<file path="src/rtl/fsw_pkg.sv">
package fsw_pkg;
  // half-lines elapsed at the start of a given line
  function automatic int unsigned hl_of_line(input int unsigned line);
    return 2 * line;
  endfunction

  // last half-line count still inside the window
  function automatic int unsigned last_open_hl(input int unsigned far_line);
    return 2 * far_line - 1;
  endfunction

  // counter width able to hold every half-line up to far_line
  function automatic int unsigned pos_width(input int unsigned far_line);
    return $clog2(2 * far_line);
  endfunction
endpackage

</file>
<file path="src/rtl/fsw_window_decode.sv">
module fsw_window_decode #(
  parameter int unsigned CNT_W = 10,
  parameter int unsigned OPEN_LINE = 248,
  parameter int unsigned FAR_LINE_OFF = 314,
  parameter int unsigned FAR_LINE_ON = 352
) (
  input  logic [CNT_W-1:0] pos,
  input  logic             vid_ok,
  output logic             win_open,
  output logic             at_far_edge
);
  import fsw_pkg::*;

  localparam logic [CNT_W-1:0] OPEN_HL  = CNT_W'(hl_of_line(OPEN_LINE));
  localparam logic [CNT_W-1:0] LAST_OFF = CNT_W'(last_open_hl(FAR_LINE_OFF));
  localparam logic [CNT_W-1:0] LAST_ON  = CNT_W'(last_open_hl(FAR_LINE_ON));

  logic [CNT_W-1:0] last_hl;

  always_comb begin
    last_hl     = vid_ok ? LAST_ON : LAST_OFF;
    win_open    = (pos >= OPEN_HL) && (pos <= last_hl);
    at_far_edge = (pos >= last_hl);
  end
endmodule

</file>
<file path="src/rtl/fsw_halfline_counter.sv">
module fsw_halfline_counter #(
  parameter int unsigned CNT_W = 10
) (
  input  logic             clk,
  input  logic             rst,
  input  logic             half_tick,
  input  logic             vsync_det,
  input  logic             win_open,
  input  logic             at_far_edge,
  output logic [CNT_W-1:0] pos,
  output logic             sync_pend,
  output logic             restart
);
  assign restart = half_tick && (sync_pend || at_far_edge);

  always_ff @(posedge clk) begin
    if (rst) begin
      pos       <= '0;
      sync_pend <= 1'b0;
    end else begin
      if (restart)        pos <= '0;
      else if (half_tick) pos <= pos + 1'b1;

      if (half_tick && sync_pend)    sync_pend <= 1'b0;
      else if (vsync_det && win_open) sync_pend <= 1'b1;
    end
  end
endmodule

</file>
<file path="src/rtl/fsw_service_strobes.sv">
module fsw_service_strobes #(
  parameter int unsigned CNT_W = 10,
  parameter int unsigned VD_HALFLINES = 21,
  parameter int unsigned EXPECT_HL = 625,
  parameter int unsigned SHORT_LEAD_HL = 6,
  parameter int unsigned INH_LEAD_HL = 4,
  parameter int unsigned INH_TAIL_HL = 10
) (
  input  logic             clk,
  input  logic             rst,
  input  logic             half_tick,
  input  logic             line_strobe,
  input  logic             restart,
  input  logic [CNT_W-1:0] pos,
  output logic             vdrive,
  output logic             pll_short,
  output logic             pll_inhibit,
  output logic             field_odd
);
  localparam logic [CNT_W-1:0] VD_LAST    = CNT_W'(VD_HALFLINES - 1);
  localparam logic [CNT_W-1:0] SHORT_FROM = CNT_W'(EXPECT_HL - SHORT_LEAD_HL);
  localparam logic [CNT_W-1:0] INH_FROM   = CNT_W'(EXPECT_HL - INH_LEAD_HL);
  localparam logic [CNT_W-1:0] INH_TAIL   = CNT_W'(INH_TAIL_HL);

  always_ff @(posedge clk) begin
    if (rst) begin
      vdrive    <= 1'b0;
      field_odd <= 1'b0;
    end else begin
      if (restart)                           vdrive <= 1'b1;
      else if (half_tick && pos == VD_LAST)  vdrive <= 1'b0;
      if (restart) field_odd <= ~line_strobe;
    end
  end

  always_comb begin
    pll_short   = (pos >= SHORT_FROM) || vdrive;
    pll_inhibit = (pos >= INH_FROM) || (vdrive && pos < INH_TAIL);
  end
endmodule

</file>
<file path="src/rtl/fsw_frame_timer.sv">
module fsw_frame_timer #(
  parameter int unsigned OPEN_LINE = 248,
  parameter int unsigned FAR_LINE_OFF = 314,
  parameter int unsigned FAR_LINE_ON = 352,
  parameter int unsigned VD_HALFLINES = 21,
  parameter int unsigned EXPECT_HL = 625,
  parameter int unsigned SHORT_LEAD_HL = 6,
  parameter int unsigned INH_LEAD_HL = 4,
  parameter int unsigned INH_TAIL_HL = 10,
  parameter int unsigned CNT_W = fsw_pkg::pos_width(FAR_LINE_ON)
) (
  input  logic             clk,
  input  logic             rst,
  input  logic             half_tick,
  input  logic             line_strobe,
  input  logic             vsync_det,
  input  logic             vid_ok,
  output logic             win_open,
  output logic             vdrive,
  output logic             pll_short,
  output logic             pll_inhibit,
  output logic             field_odd,
  output logic [CNT_W-1:0] frame_pos
);
  // named internal events, visible to the bound checker
  logic at_far_edge;
  logic sync_pend;
  logic restart;

  fsw_window_decode #(
    .CNT_W(CNT_W), .OPEN_LINE(OPEN_LINE),
    .FAR_LINE_OFF(FAR_LINE_OFF), .FAR_LINE_ON(FAR_LINE_ON)
  ) win_i (
    .pos(frame_pos), .vid_ok(vid_ok),
    .win_open(win_open), .at_far_edge(at_far_edge)
  );

  fsw_halfline_counter #(.CNT_W(CNT_W)) cnt_i (
    .clk(clk), .rst(rst), .half_tick(half_tick), .vsync_det(vsync_det),
    .win_open(win_open), .at_far_edge(at_far_edge),
    .pos(frame_pos), .sync_pend(sync_pend), .restart(restart)
  );

  fsw_service_strobes #(
    .CNT_W(CNT_W), .VD_HALFLINES(VD_HALFLINES), .EXPECT_HL(EXPECT_HL),
    .SHORT_LEAD_HL(SHORT_LEAD_HL), .INH_LEAD_HL(INH_LEAD_HL),
    .INH_TAIL_HL(INH_TAIL_HL)
  ) svc_i (
    .clk(clk), .rst(rst), .half_tick(half_tick), .line_strobe(line_strobe),
    .restart(restart), .pos(frame_pos),
    .vdrive(vdrive), .pll_short(pll_short), .pll_inhibit(pll_inhibit),
    .field_odd(field_odd)
  );
endmodule

</file>
<file path="config.mk">
export PLATFORM = sky130hd
export DESIGN_NAME = fsw_frame_timer
export DESIGN_NICKNAME = d
export VERILOG_FILES = /design/src/rtl/fsw_pkg.sv /design/src/rtl/fsw_window_decode.sv /design/src/rtl/fsw_halfline_counter.sv /design/src/rtl/fsw_service_strobes.sv /design/src/rtl/fsw_frame_timer.sv
export SDC_FILE = /design/constraint.sdc
export NUM_CORES = 1
export LEC_CHECK = 0
export CAP_MARGIN = 30
export CORE_MARGIN = 3
export CORE_UTILIZATION = 50
export CTS_CLUSTER_DIAMETER = 60
export DETAILED_ROUTE_END_ITERATION = 10
export GPL_TIMING_DRIVEN = 0
export HOLD_SLACK_MARGIN = 0.15
export PLACE_DENSITY = 0.81
export SYNTH_ARGS = -nofsm -noshare
export SYNTH_HDL_FRONTEND = slang
export SYNTH_SLANG_ARGS = --single-unit
export TNS_END_PERCENT = 100
</file>
<file path="constraint.sdc">
create_clock -name clk -period 5.25 [get_ports clk]
set_input_delay 0.525 -clock clk [delete_from_list [all_inputs] [get_ports clk]]
set_output_delay 0.525 -clock clk [all_outputs]
set_load 0.005 [all_outputs]
</file>
==> reports/metrics.yaml <==
die_w_um: 46.5
groute.usage.overall_pct: 20.2
end_kind: "output port"
core_area_mm2: 0.00152
cts_tree: "built"
power.density_mw_per_mm2: 177
postCtsHoldBufs: 0
postCtsSetupBuffers: 0
cts_resized: 0
drive_above_1_share_pct: 9.84
postSynthAreaPerCell_um2: 8.30
drtIter0Drc: 14
synth_area_um2: 822
cts.sinks: 13
yosys.cell_types.count: 32
synthArstFlopShare_pct: 0
nFillCells: 132
rsz0062_at_grt: "false"
ir_drop_uv: 145
finalClockSkew_ns: 0.00519
grt_pass1_wl_mm: 3.13
synth_fa_ha_area_share_pct: 12.2
rows: 14
diodes: 0
arrival_ns: 2.63
worstMarginPinSlew_ns: 0.438
synth-warning-count: 0
die-area_mm2: 0.00217
synthMuxAreaShare_pct: 1.22
port_buffers: 19
setup_tns_ns: 0
worst-path-max-fanout: 3
yosys.area.top_type_share_pct: 31.7
fin_nets: 137
ys_seq_area_share_pct: 31.7
drt.antenna.violating_nets: 0
drt_drc_violations_left: 0
clock-root-buffer: "clkbuf_4"
die_y_um: 46.5
fin_crit_ns: 3.16
synth_compound_area_share_pct: 17.2
ys_ff_latch: 13
synthCells: 99
grt_pass1_vias: 675
ys_top_cells_by_area: "dfxtp_1, ha_1, nor2_1, xnor2_1, xor2_1"
p_leak_uw: 0.000436
dominantRegCellSynth: "dfxtp_1"
dr.pass1.iters: 4
clk_latency_ns: 0.28
synth_xor_area_share_pct: 8.52
min_path_type: "flop to flop"
clk_path_buf_depth: 2
multiInputGateArea_um2: 503
synth-simple-area-share_pct: 22.1
slew_viol_final: 0
post_drt_wl_per_cell_um: 13.3
cts_inserted_buffers: 3
place_congestion: 0.854
drv_cap: 0
antenna_found_initial: 0
area_growth_pct: 28.8
fmax_mhz: 317
clkTransAtPathRegs_ns: 0.08
finalHoldViolCount: 0
synth_top_family_by_area: "simple AND/OR/NAND/NOR gates"
dp_hpwl_mm: 1.36
setup_viol: 0
synth_common_cells: "nor2_1, dfxtp_1, ha_1, nand2_1, inv_1"
detail_route.vias_per_cell: 5.47
synth_top_area_cell: "dfxtp_1"
critical_path_required_ns: 4.72
io_pins: 21
htreeDepth: 1
critPathLaunchType: "input port"
synth_nets: 113
max-slew-margin-rel_pct: 70.8
grt_max_degree: 11
synth-edff-count: 0
overflow: 0
outcome: "complete, no violations"
criticalPathCategory: "input port to output port"
fin_crit_sh_pct: 60.1
yosysMostFrequentCell: "nor2_1"
wl_mm: 1.83
routed-via-count: 755
start_util_pct: 53.9
seq_area_um2: 260
finalPower_uw: 188
-- per-layer routing --
layer,GRT usage (%),vias to the layer above,share of wire (%)
li1,-,387,-
met2,31.6,16,48
met1,27.7,348,47
met5,0,-,0
met4,5.11,0,1.3
met3,4.69,4,3.7
-- state kept, by name, indices dropped and copies added (netlist names) --
register,flops
svc_i.field_odd,1
cnt_i.pos,10
svc_i.vdrive,1
cnt_i.sync_pend,1
-- metrics by stage --
| step | util [%] | hold WS (ns) | cell area (um2) | setup WS, ns | cells |
|---|---|---|---|---|---|
| floorplan | - | 0.469 | 822 | 3.19 | 99 |
| detailed placement | 67.7 | 0.504 | 1030 | 2.09 | 134 |
| global route | 69.5 | 0.543 | 1060 | 1.93 | 138 |
| CTS | 69.5 | 0.516 | 1060 | 2.09 | 138 |
| global placement | 67.7 | 0.485 | 1030 | 2.14 | 134 |
| finish | 69.5 | 0.513 | 1060 | 2.09 | 138 |
-- cells in the final DEF, fill, tap and decap left out, types with 2 or more instances in the layout --
cell             instances
nor2_1                  21
clkdlybuf4s50_1         19
dfxtp_1                 13
nand2_1                  8
ha_1                     8
inv_1                    5
o21ai_0                  4
xnor2_1                  4
xor2_1                   4
nand4_1                  3
clkbuf_4                 3
buf_6                    2
nand3_1                  2
clkbuf_2                 2
o21a_1                   2
a21o_1                   2
a31oi_1                  2
-- layout make-up --
| cell class | instances | share of cell area (%) |
|---|---|---|
| Multi-Input combinational cell | 76 | 47.5 |
| Sequential cell | 13 | 24.6 |
| Timing Repair Buffer | 19 | 18.0 |
| Buffer | 5 | 3.78 |
| Clock buffer | 4 | 2.48 |
| Tap cell | 16 | 1.89 |
| Inverter | 5 | 1.77 |
-- worst max-delay path, cell delays in order --
cell and delay, ns:
clkdlybuf4s50_1 0.48, inv_1 0.08, ha_1 0.31, a211o_1 0.32, a22oi_1 0.20, a41oi_1 0.09
nor2_1 0.12, clkdlybuf4s50_1 0.51
-- kinds of logic (layout without fill, tap and decap cells) --
group / after synthesis / in the layout
AND/OR/NAND/NOR: 40 / 40
AO/OA/AOI/OAI: 19 / 19
flip-flops: 13 / 13
buffers and inverters: 10 / 33
adder cells (fa/ha/maj): 8 / 8
XOR/XNOR: 8 / 8
multiplexers: 1 / 1
-- where the power goes --
group / internal (uW) / switching, uW
clock: 29.5 / 33.7
sequential: 100 / 2.65
combinational: 11.5 / 10.3
total: 141 / 46.6
-- worst paths after layout --
kind,startpoint,to,slack (ns),cells after the start
setup / recovery,vid_ok,win_open,2.09,8
setup reg to reg,cnt_i.pos[7]$_SDFFE_PP0P_,svc_i.field_odd$_SDFFE_PP0P_,3.31,6
hold / removal,cnt_i.sync_pend$_SDFFE_PP0P_,cnt_i.sync_pend$_SDFFE_PP0P_,0.51,2
hold reg to reg,cnt_i.sync_pend$_SDFFE_PP0P_,cnt_i.sync_pend$_SDFFE_PP0P_,0.51,2
Note: power is estimated with default switching activity, not from simulation.
